## config.mk

```make
export PLATFORM = sky130hd
export DESIGN_NAME = pit_channel
export DESIGN_NICKNAME = d
export VERILOG_FILES = /design/src/rtl/pit_pkg.sv /design/src/rtl/pit_gate_edge.sv /design/src/rtl/pit_elapsed.sv /design/src/rtl/pit_wave.sv /design/src/rtl/pit_channel.sv
export SDC_FILE = /design/constraint.sdc
export NUM_CORES = 1
export LEC_CHECK = 0
export ABC_AREA = 1
export BUFFER_PORTS_ARGS = -buffer_cell sky130_fd_sc_hd__buf_2
export CAP_MARGIN = 20
export CORE_UTILIZATION = 55
export DETAILED_ROUTE_END_ITERATION = 12
export GPL_TIMING_DRIVEN = 0
export HOLD_SLACK_MARGIN = 0.15
export PLACE_DENSITY = 0.79
export SLEW_MARGIN = 5
export SYNTH_ARGS = -nofsm -noshare
export SYNTH_HDL_FRONTEND = slang
export SYNTH_HIERARCHICAL = 1
export SYNTH_SLANG_ARGS = --single-unit
```

## constraint.sdc

```tcl
create_clock -name clk -period 13.9 [get_ports clk]
set_input_delay 2.78 -clock clk [delete_from_list [all_inputs] [get_ports clk]]
set_output_delay 2.78 -clock clk [all_outputs]
set_load 0.03 [all_outputs]
```

## src/rtl/pit_pkg.sv

```systemverilog
package pit_pkg;

   localparam logic [2:0] MD_TERM     = 3'd0;
   localparam logic [2:0] MD_ONESHOT  = 3'd1;
   localparam logic [2:0] MD_RATE     = 3'd2;
   localparam logic [2:0] MD_SQUARE   = 3'd3;
   localparam logic [2:0] MD_SWSTROBE = 3'd4;
   localparam logic [2:0] MD_HWSTROBE = 3'd5;

   // progress of a non-periodic count relative to its terminal value
   typedef enum logic [1:0] {
      PH_RUN  = 2'd0,
      PH_HIT  = 2'd1,
      PH_PAST = 2'd2
   } phase_e;

   // codes 6 and 7 behave as 2 and 3
   function automatic logic [2:0] fold_mode(input logic [2:0] m);
      return (m[2:1] == 2'b11) ? {1'b0, m[1:0]} : m;
   endfunction

   function automatic logic is_periodic(input logic [2:0] m);
      return (m == MD_RATE) || (m == MD_SQUARE);
   endfunction

   function automatic logic gate_retriggers(input logic [2:0] m);
      return (m == MD_ONESHOT) || (m == MD_RATE) ||
             (m == MD_SQUARE)  || (m == MD_HWSTROBE);
   endfunction

endpackage

```

## src/rtl/pit_gate_edge.sv

```systemverilog
module pit_gate_edge #(
   parameter int SYNC_STAGES = 0
) (
   input  logic clk,
   input  logic rst_n,
   input  logic gate_i,
   output logic rise_o
);

   generate
      if (SYNC_STAGES == 0) begin : g_direct
         logic prev_q;
         always_ff @(posedge clk) begin
            if (!rst_n) prev_q <= 1'b0;
            else        prev_q <= gate_i;
         end
         assign rise_o = gate_i & ~prev_q;
      end else begin : g_sync
         logic [SYNC_STAGES:0] sh_q;
         always_ff @(posedge clk) begin
            if (!rst_n) sh_q <= '0;
            else        sh_q <= {sh_q[SYNC_STAGES-1:0], gate_i};
         end
         assign rise_o = sh_q[SYNC_STAGES-1] & ~sh_q[SYNC_STAGES];
      end
   endgenerate

   AST_RISE_SINGLE: assert property (@(posedge clk) disable iff (!rst_n)
      rise_o |=> !rise_o);

endmodule

```

## src/rtl/pit_elapsed.sv

```systemverilog
module pit_elapsed import pit_pkg::*; #(
   parameter int CNT_W = 16
) (
   input  logic             clk,
   input  logic             rst_n,
   input  logic             tick_i,
   input  logic             restart_i,
   input  logic             periodic_i,
   input  logic [CNT_W:0]   period_i,
   output logic [CNT_W-1:0] elapsed_o,
   output logic             started_o,
   output phase_e           phase_o
);

   logic [CNT_W-1:0] e_q;
   logic             started_q;
   phase_e           phase_q;
   logic [CNT_W:0]   inc;
   logic             at_end;

   assign inc    = {1'b0, e_q} + 1'b1;
   assign at_end = (inc == period_i);

   always_ff @(posedge clk) begin
      if (!rst_n) begin
         e_q       <= '0;
         started_q <= 1'b0;
         phase_q   <= PH_RUN;
      end else if (restart_i) begin
         e_q       <= '0;
         started_q <= 1'b0;
         phase_q   <= PH_RUN;
      end else if (tick_i) begin
         started_q <= 1'b1;
         if (periodic_i && at_end) e_q <= '0;
         else                      e_q <= inc[CNT_W-1:0];
         case (phase_q)
            PH_RUN:  if (at_end) phase_q <= PH_HIT;
            PH_HIT:  phase_q <= PH_PAST;
            default: phase_q <= PH_PAST;
         endcase
      end
   end

   assign elapsed_o = e_q;
   assign started_o = started_q;
   assign phase_o   = phase_q;

   AST_IDLE_HOLD: assert property (@(posedge clk) disable iff (!rst_n)
      (!tick_i && !restart_i) |=> ($stable(e_q) && $stable(phase_q)));

   AST_RESTART_CLEARS: assert property (@(posedge clk) disable iff (!rst_n)
      restart_i |=> (e_q == '0 && phase_q == PH_RUN && !started_q));

   AST_PHASE_BELOW_PERIOD: assert property (@(posedge clk) disable iff (!rst_n)
      periodic_i |-> ({1'b0, e_q} < period_i));

   AST_HIT_ONE_TICK: assert property (@(posedge clk) disable iff (!rst_n)
      (phase_q == PH_HIT && tick_i && !restart_i) |=> (phase_q == PH_PAST));

endmodule

```

## src/rtl/pit_wave.sv

```systemverilog
module pit_wave import pit_pkg::*; #(
   parameter int CNT_W = 16
) (
   input  logic [2:0]       mode_i,
   input  logic [CNT_W:0]   period_i,
   input  logic [CNT_W-1:0] elapsed_i,
   input  logic             started_i,
   input  phase_e           phase_i,
   output logic             wave_o,
   output logic [CNT_W-1:0] count_o
);

   localparam int HW = CNT_W + 2;

   logic [CNT_W:0]   twice;
   logic [CNT_W-1:0] twice_mod;
   logic [HW-1:0]    half;
   logic [CNT_W-1:0] down_one;

   assign twice     = {elapsed_i, 1'b0};
   // a single subtraction suffices since elapsed_i < period_i here
   assign twice_mod = twice[CNT_W-1:0] - ((twice >= period_i) ? period_i[CNT_W-1:0] : '0);
   assign half      = ({1'b0, period_i} + 1'b1) >> 1;
   assign down_one  = period_i[CNT_W-1:0] - elapsed_i;

   always_comb begin
      wave_o  = 1'b0;
      count_o = down_one;
      case (mode_i)
         MD_TERM:    wave_o = (phase_i != PH_RUN);
         MD_ONESHOT: wave_o = (phase_i == PH_RUN);
         MD_RATE:    wave_o = started_i && (elapsed_i == '0);
         MD_SQUARE: begin
            wave_o  = ({2'b00, elapsed_i} < half);
            count_o = period_i[CNT_W-1:0] - twice_mod;
         end
         default:    wave_o = (phase_i == PH_HIT);
      endcase
   end

endmodule

```

## src/rtl/pit_channel.sv

```systemverilog
module pit_channel import pit_pkg::*; #(
   parameter int CNT_W     = 16,
   parameter int GATE_SYNC = 0
) (
   input  logic             clk,
   input  logic             rst_n,
   input  logic             tick_en,
   input  logic             gate_i,
   input  logic             load_i,
   input  logic [CNT_W-1:0] load_val_i,
   input  logic [2:0]       mode_i,
   input  logic             bcd_i,
   output logic             wave_o,
   output logic [CNT_W-1:0] count_o,
   output logic [2:0]       mode_o,
   output logic             bcd_o
);

   localparam int             PER_W = CNT_W + 1;
   localparam logic [PER_W-1:0] FULL  = {1'b1, {CNT_W{1'b0}}};

   generate
      if (CNT_W < 2 || CNT_W > 30) begin : g_bad_width
         $error("pit_channel: CNT_W out of range");
      end
      if (GATE_SYNC < 0 || GATE_SYNC > 3) begin : g_bad_sync
         $error("pit_channel: GATE_SYNC out of range");
      end
   endgenerate

   logic [CNT_W-1:0] reload_q;
   logic [2:0]       mode_q;
   logic             bcd_q;
   logic [PER_W-1:0] period;
   logic             gate_rise;
   logic             restart;
   logic [CNT_W-1:0] elapsed;
   logic             started;
   phase_e           phase;

   always_ff @(posedge clk) begin
      if (!rst_n) begin
         reload_q <= '0;
         mode_q   <= MD_SQUARE;
         bcd_q    <= 1'b0;
      end else if (load_i) begin
         reload_q <= load_val_i;
         mode_q   <= fold_mode(mode_i);
         bcd_q    <= bcd_i;
      end
   end

   assign period  = (reload_q == '0) ? FULL : {1'b0, reload_q};
   assign restart = load_i | (gate_rise & gate_retriggers(mode_q));

   pit_gate_edge #(.SYNC_STAGES(GATE_SYNC)) u_edge (
      .clk    (clk),
      .rst_n  (rst_n),
      .gate_i (gate_i),
      .rise_o (gate_rise)
   );

   pit_elapsed #(.CNT_W(CNT_W)) u_elapsed (
      .clk        (clk),
      .rst_n      (rst_n),
      .tick_i     (tick_en),
      .restart_i  (restart),
      .periodic_i (is_periodic(mode_q)),
      .period_i   (period),
      .elapsed_o  (elapsed),
      .started_o  (started),
      .phase_o    (phase)
   );

   pit_wave #(.CNT_W(CNT_W)) u_wave (
      .mode_i    (mode_q),
      .period_i  (period),
      .elapsed_i (elapsed),
      .started_i (started),
      .phase_i   (phase),
      .wave_o    (wave_o),
      .count_o   (count_o)
   );

   assign mode_o = mode_q;
   assign bcd_o  = bcd_q;

   AST_ZERO_IS_FULL: assert property (@(posedge clk) disable iff (!rst_n)
      (load_i && load_val_i == '0) |=> (count_o == '0));

   AST_ALIAS_FOLDED: assert property (@(posedge clk) disable iff (!rst_n)
      (load_i && mode_i[2:1] == 2'b11) |=> (mode_o[2] == 1'b0));

   AST_ONESHOT_LOAD_HIGH: assert property (@(posedge clk) disable iff (!rst_n)
      (load_i && fold_mode(mode_i) == MD_ONESHOT) |=> wave_o);

   AST_SQUARE_LOAD_HIGH: assert property (@(posedge clk) disable iff (!rst_n)
      (load_i && fold_mode(mode_i) == MD_SQUARE) |=> wave_o);

endmodule

```

=== Word level (Yosys, flattened, before mapping) ===
Index checks and enable logic that the tools add are counted.

* Bits in registers: 40
* Bits in latches: 0
* Bits in writable memories: 0
* Bits in read-only memories: 0
* Bits of input ports: 25
* Logic and storage cells: 48
* Memories kept: 0

* Add/sub/neg operators: 5
* Multiply operators: 0
* Div/mod/pow operators: 0
* $lt $le $gt $ge: 2
* Equal/unequal tests: 8
* Shift operators: 0
* Muxes and demuxes: 8
* Bitwise logic cells: 5
* Reduce and logical (&&, ||, !) cells: 13

{| class="wikitable"
|+ Operator list
! kind !! number
|-
| $mux 16 || 3
|-
| $sub 16x16->16 || 3
|-
| $logic_not 16->1 || 2
|-
| $add 17x1->18 const B || 1
|-
| $add 16x1->17 const B || 1
|-
| $eq 17x17->1 || 1
|-
| $ge 17x17->1 || 1
|-
| $lt 16x17->1 || 1
|-
| $mux 17 || 1
|-
| $eq 3x2->1 const B || 2
|-
| $logic_or 1x1->1 || 4
|-
| $mux 2 || 2
|-
| $pmux 1 s4 || 1
|-
| $eq 3x1->1 const B || 1
|-
| $eq 3x3->1 const B || 1
|-
| $logic_not 3->1 || 1
|-
| $mux 3 || 1
|-
| $and 1x1->1 || 2
|-
| $eq 2x1->1 const B || 1
|-
| $eq 2x2->1 const B || 1
|-
| $logic_and 1x1->1 || 2
|-
| $logic_not 2->1 || 1
|-
| $ne 2x1->1 const B || 1
|-
| $not 1->1 || 2
|-
| 4 further kinds || 4
|}

=== Logic depth before layout (Yosys ltp) ===
* Word-level depth: 7
* Gate-level depth with buffers: 29

=== Cells and area by module ===
Netlist, hierarchy kept.

{| class="wikitable"
|+ By module, submodules not included
! module !! instances !! cells an instance !! area an instance (µm²) !! seq. area each (µm²)
|-
| pit_wave || 1 || 525 || 3,194.3 || 0.0
|-
| pit_elapsed || 1 || 267 || 1,619.1 || 380.4
|-
| pit_channel || 1 || 122 || 873.3 || 400.4
|-
| pit_gate_edge || 1 || 5 || 37.5 || 20.0
|}

=== Least setup slack after synthesis ===
OpenSTA, ideal clock, no wires.

* Path kind: reg2out
* Start point: register reload_q[3]
* End point: output port count_o[10]
* Arrival: 4.089 ns
* Slack: 7.031 ns
* Cell stages (with the launch flop): 28
* Buffers on the path: 1
* Cells stage by stage: dfxtp_1 -> inv_1 -> nand2_1 -> nor2_1 -> nand2_1 -> nor2_1 -> inv_1 -> ha_1 -> nand2_1 -> nor2_1 -> nand2_1 -> nor2_1 -> nor2_1 -> nand2_2 -> clkbuf_1 -> nand2_1 -> fa_1 -> inv_1 -> ha_1 -> a21oi_1 -> nand2_1 -> inv_1 -> nor2_1 -> nor2_1 -> o21ai_0 -> a21boi_0 -> a21oi_1 -> nor2_1

* Word-level cells in the longest chain between the ends: 7
* Elaborated cells between the ends (all ways): 8
* Classes of those cells: add/sub: 3; order compare: 1; mux: 3; reduce/logical: 1

{| class="wikitable"
|+ Ends and longest elaborated chain
! what !! line !! source
|-
| start: declaration || pit_channel.sv:31 || <nowiki>logic [CNT_W-1:0] reload_q;</nowiki>
|-
| start signal: assignment || pit_channel.sv:47 || <nowiki>reload_q <= load_val_i;</nowiki>
|-
| $logic_not 16->1 || pit_channel.sv:53 || <nowiki>assign period = (reload_q == '0) ? FULL : {1'b0, reload_q};</nowiki>
|-
| $mux 17 || pit_channel.sv:53 ||
|-
| via period[16] || pit_channel.sv:34 || <nowiki>logic [PER_W-1:0] period;</nowiki>
|-
| $ge 17x17->1 || pit_wave.sv:22 || <nowiki>assign twice_mod = twice[CNT_W-1:0] - ((twice >= period_i) ? period_i[CNT_W-1:0] : '0);</nowiki>
|-
| $mux 16 || pit_wave.sv:22 ||
|-
| $sub 16x16->16 || pit_wave.sv:22 ||
|-
| $sub 16x16->16 || pit_wave.sv:35 || <nowiki>count_o = period_i[CNT_W-1:0] - twice_mod;</nowiki>
|-
| $mux 16 || pit_wave.sv:29 || <nowiki>case (mode_i)</nowiki>
|-
| end: declaration || pit_channel.sv:14 || <nowiki>output logic [CNT_W-1:0] count_o,</nowiki>
|}

The timed path passes the listed nets, and every way through them passes these cells.

=== Worst setup path after layout ===
* Start point: register reload_q[3]
* End point: output port count_o[12]

Same word-level chain as after synthesis.

==> flow_summary.html <==
<table>
<tr><th>Metric</th><th>Value</th></tr>
<tr><th colspan="2">STA</th></tr>
<tr><td>Post-layout min period</td><td>8127 ps</td></tr>
<tr><td>Final TNS setup</td><td>0 ps</td></tr>
<tr><td>Highest attainable clock frequency</td><td>123.1 MHz</td></tr>
<tr><td>Worst relative slew slack</td><td>49.81%</td></tr>
<tr><td>Final Max Tran Viols</td><td>0</td></tr>
<tr><td>Final setup violating endpoints</td><td>0</td></tr>
<tr><td>Transition at the pin with the smallest max-transition slack</td><td>752.9 ps</td></tr>
<tr><td>Worst Clk Skew</td><td>6.281 ps</td></tr>
<tr><td>Hold violation count in the final report</td><td>0</td></tr>
<tr><td>Worst Hold Margin</td><td>about 470 ps</td></tr>
<tr><td>RSZ-0062 raised after global routing</td><td>no</td></tr>
<tr><td>Final period utilization</td><td>58.46%</td></tr>
<tr><th colspan="2">Critical path</th></tr>
<tr><td>Internal reg-to-reg setup slack</td><td>11290 ps</td></tr>
<tr><td>Cell type with the highest occurrence count on the critical path</td><td>nand2_1</td></tr>
<tr><td>Beginning of the worst register-to-register path</td><td>u_elapsed/elapsed_o[1]</td></tr>
<tr><td>Critical Path Start Type</td><td>flop</td></tr>
<tr><td>Required time reported for the critical path endpoint</td><td>11120 ps</td></tr>
<tr><td>CP max stage delay</td><td>500 ps</td></tr>
<tr><td>Critical Setup Path Class</td><td>flop to primary output</td></tr>
<tr><td>Slowest cell on the critical path</td><td>fa_1</td></tr>
<tr><td>R2r worst-path depth</td><td>13</td></tr>
<tr><td>Capturing element type of the critical path</td><td>primary output</td></tr>
<tr><td>Data arrival time of the critical path</td><td>5350 ps</td></tr>
<tr><td>Endpoint of the worst-slack reg-to-reg timing path</td><td>u_elapsed/elapsed_o[12]</td></tr>
<tr><td>Crit. Startpoint</td><td>reload_q[3]</td></tr>
<tr><td>Maximum fanout along the worst path</td><td>10</td></tr>
<tr><th colspan="2">Global routing</th></tr>
<tr><td>Sum of overflow across all layers after global routing</td><td>0</td></tr>
<tr><td>Global Route Usage Sum</td><td>between 20 and 30%</td></tr>
<tr><td>Wire length of the first global-routing pass</td><td>25.50 mm</td></tr>
<tr><td>Initial antenna violation count</td><td>0</td></tr>
<tr><td>Via count of the first global-routing pass</td><td>between 5000 and 6000</td></tr>
<tr><td>Largest net degree at the start of global routing</td><td>13</td></tr>
<tr><th colspan="2">Pwr</th></tr>
<tr><td>Clock network power share</td><td>between 20 and 25%</td></tr>
<tr><td>Pint</td><td>roughly 0.24 mW</td></tr>
<tr><td>Switching part of the total power</td><td>42.67%</td></tr>
<tr><td>Worst VDD drop</td><td>0.06984 mV</td></tr>
<tr><td>Total power per unit cell area</td><td>between 60 and 70 nW/um^2</td></tr>
<tr><td>Cell leakage power</td><td>roughly 3.0 nW</td></tr>
<tr><td>Switching power</td><td>about 0.18 mW</td></tr>
<tr><td>Part of the power in combinational logic</td><td>48.4%</td></tr>
<tr><td>Overall power after layout</td><td>0.4176 mW</td></tr>
<tr><td>Share of total power in sequential cells</td><td>approximately 30%</td></tr>
<tr><th colspan="2">Clock tree</th></tr>
<tr><td>Clock buffers created by TritonCTS</td><td>5</td></tr>
<tr><td>Clock H-tree levels</td><td>2</td></tr>
<tr><td>Clock Pin Slew Worst Setup and Hold Paths</td><td>around 80 ps</td></tr>
<tr><td>TritonCTS clock tree</td><td>yes</td></tr>
<tr><td>Master cell of the clock root buffer</td><td>clkbuf_8</td></tr>
<tr><td>CTS-repair resized insts</td><td>0</td></tr>
<tr><td>Number of hold buffers added after CTS</td><td>0</td></tr>
<tr><td>Number of buffers inserted to repair setup after CTS</td><td>0</td></tr>
<tr><td>Maximum buffer depth of the clock tree</td><td>2</td></tr>
<tr><td>CTS Sinks</td><td>40</td></tr>
<tr><td>Latest clock arrival within the worst-skew pair</td><td>290 ps</td></tr>
<tr><th colspan="2">Min path</th></tr>
<tr><td>Hold crit path type</td><td>flop to flop</td></tr>
<tr><td>Cell count of the worst hold path</td><td>2</td></tr>
<tr><td>Worst Hold Launch</td><td>reload_q[7]</td></tr>
<tr><td>Sink of the worst hold path</td><td>reload_q[7]</td></tr>
<tr><th colspan="2">Route</th></tr>
<tr><td>Routed via count</td><td>approximately 6000</td></tr>
<tr><td>Remaining number of nets flagged by the antenna check after routing</td><td>0</td></tr>
<tr><td>WL final</td><td>15.43 mm</td></tr>
<tr><td>TritonRoute pass-1 iters</td><td>5</td></tr>
<tr><td>Post-detailed-route DRC marker count</td><td>0</td></tr>
<tr><td>Routed vias/inst</td><td>5.416</td></tr>
<tr><td>Number of DRC violations after detailed-routing iteration 0</td><td>397</td></tr>
<tr><td>Detail-routed net length per standard cell</td><td>13.97 um</td></tr>
<tr><th colspan="2">Die</th></tr>
<tr><td>Rows</td><td>36</td></tr>
<tr><td>Count of pins on the block boundary</td><td>46</td></tr>
<tr><td>Vertical extent of the die</td><td>104.0 um</td></tr>
<tr><td>Die footprint</td><td>10820 um^2</td></tr>
<tr><td>Starting density of the core</td><td>57.77%</td></tr>
<tr><td>Area of the placeable core</td><td>9910 um^2</td></tr>
<tr><td>Die Wd</td><td>~100 um</td></tr>
<tr><th colspan="2">Run status</th></tr>
<tr><td>Run status</td><td>finished, final reports clean</td></tr>
<tr><th colspan="2">Logic synthesis</th></tr>
<tr><td>Cell Area, Synth</td><td>about 5700 um^2</td></tr>
<tr><td>Gate count of the mapped netlist</td><td>919</td></tr>
<tr><td>Mapped Avg Cell Area</td><td>slightly above 6 um^2</td></tr>
<tr><td>Count of distinct cell types in the synthesized netlist</td><td>45</td></tr>
<tr><td>Leading register cell type out of synthesis</td><td>dfxtp_1</td></tr>
<tr><td>Number of warnings reported in the yosys synthesis log</td><td>6</td></tr>
<tr><td>Total of flip-flops plus latches after synthesis</td><td>40</td></tr>
<tr><td>Syn nets</td><td>a little over 1000</td></tr>
<tr><td>Count of flip-flops with a built-in enable after synthesis</td><td>0</td></tr>
<tr><td>Sequential share of the synthesized area</td><td>13.99%</td></tr>
<tr><td>Proportion of synthesized flip-flops having asynchronous set or reset</td><td>0%</td></tr>
<tr><th colspan="2">Placed design</th></tr>
<tr><td>Placed cell count</td><td>1097</td></tr>
<tr><td>Buffers on Ports</td><td>45</td></tr>
<tr><td>Detailed placer's ending HPWL</td><td>between 10 and 15 mm</td></tr>
<tr><td>Global placement routability congestion</td><td>just under 1</td></tr>
<tr><th colspan="2">Finish</th></tr>
<tr><td>Number of diodes added for antenna fixing</td><td>0</td></tr>
<tr><td>Share of final-layout standard cells stronger than drive strength 1</td><td>11.83%</td></tr>
<tr><td>Post-Route Utilization</td><td>roughly 63%</td></tr>
<tr><td>Relative area change from synthesis to final layout</td><td>8.721%</td></tr>
<tr><td>Number of nets in the finished design</td><td>~1100</td></tr>
<tr><td>Number of standard cells in the final layout excluding fillers</td><td>1105</td></tr>
<tr><th colspan="2">Run</th></tr>
<tr><td>Max cap viols</td><td>0</td></tr>
</table>
## how the worst max path moves through the flow
stage | to | slack [ps] | cells past startpoint
after CTS | count_o[12] | 5840 | 30
after global routing | count_o[12] | 5270 | 30
after detailed placement | count_o[12] | 6190 | 30
final | count_o[12] | 5770 | 30
after global placement | count_o[12] | 6230 | 30
after floorplan | count_o[10] | 7030 | 27
## kinds of logic after synthesis
logic type / Yosys count / share of synthesized area (%)
fa+ha+maj: 77 / 18.80
simple gates: 435 / 34.65
compound gates: 165 / 16.42
mux: 1 / 0.1749
flops: 40 / 13.99
buf+inv: 176 / 12.15
xor+xnor: 25 / 3.825
## placed cells by master (no fill, tap or decap), types with 2 or more instances in the layout
cell type  synthesis  layout
nor3_1            14      14
nor2_2             6       6
nand4_1           15      15
a21oi_2           10      10
nand3_2            5       5
a21boi_1           2       2
o31ai_1            2       2
o211ai_1           3       3
dfxtp_1           40      40
fa_1              15      15
nor4_1             3       3
nor2_4             6       6
buf_2              2      47
nand3b_1           9       9
buf_6              3       3
nor2_1            86      86
nand3_1           54      54
xnor2_1            6       6
o21ai_2            4       4
o21ai_0           42      42
nand2_2           19      19
inv_1            143     143
o21bai_1           4       4
a31oi_1            4       4
a21o_1             7       7
clkbuf_8           1       6
inv_2              2       2
a21oi_1           74      74
nand2_1          211     211
clkbuf_1          24      25
ha_1              62      62
xor2_1            19      19
o21ai_1           10      10
## area by class of cell
class	instances	area [um^2]
plain buffers	30	147.6
repair buffers	45	225.2
inverters	146	548.0
flip-flops and latches	40	800.8
fillers	995	3686
clock inverters	2	35.03
clock buffers	6	72.57
multi-input cells	703	4228
well taps	133	166.4
## synthesized netlist by cell type, types with 3 or more instances
cell type	number	share of area (%)
nand2_1	211	14
inv_1	143	9.4
nor2_1	86	5.6
a21oi_1	74	6.5
ha_1	62	14
nand3_1	54	4.7
o21ai_0	42	3.7
dfxtp_1	40	14
clkbuf_1	24	1.6
nand2_2	19	2.1
xor2_1	19	2.9
fa_1	15	5.2
nand4_1	15	1.6
nor3_1	14	1.2
a21oi_2	10	1.5
o21ai_1	10	0.87
nand3b_1	9	1.2
a21o_1	7	0.92
nor2_2	6	0.66
nor2_4	6	1.2
xnor2_1	6	0.92
nand3_2	5	0.87
a31oi_1	4	0.44
o21ai_2	4	0.61
o21bai_1	4	0.52
buf_6	3	0.59
nor4_1	3	0.33
o211ai_1	3	0.39
## flip-flops by register name, indices dropped and copies added (netlist names)
| signal | count |
|---|---|
| u_elapsed/started_o | 1 |
| u_elapsed/elapsed_o | 16 |
| bcd_o | 1 |
| u_edge/g_direct.prev_q | 1 |
| reload_q | 16 |
| mode_o | 3 |
| u_elapsed/phase_o | 2 |
## metal layers
layer,global-route usage [%],part of all wire [%],up-vias
met5,0,0,-
met4,9.898,2.5,0
met3,1.817,4.2,36
met2,52.24,49,174
met1,35.61,45,2708
li1,-,-,3067
## power by group through the flow
stage	Clock [mW]	Combinational, mW	Sequential [mW]
floorplan	0	0.150	0.125
global placement	0	0.196	0.125
detailed placement	0	0.199	0.125
CTS	0.0954	0.200	0.122
global route	0.101	0.226	0.123
finish	0.0932	0.202	0.122
## worst max-delay path, delay by kind of cell, from the launching register on
family / cells / cell delay (ps)
and+or+nand+nor: 17 / 1830
DFF: 1 / 320
adders and majority gates: 3 / 1170
AOI/OAI and AO/OA: 4 / 810
buffers and inverters: 6 / 930
## metrics by stage
stage / instance area, um^2 / setup WS (ps)
finish: 6223 / 5773
global route: 6223 / 5272
CTS: 6223 / 5838
detailed placement: 6116 / 6193
global placement: 6116 / 6227
floorplan: 5724 / 7031
(Power assumes the default switching activity.)
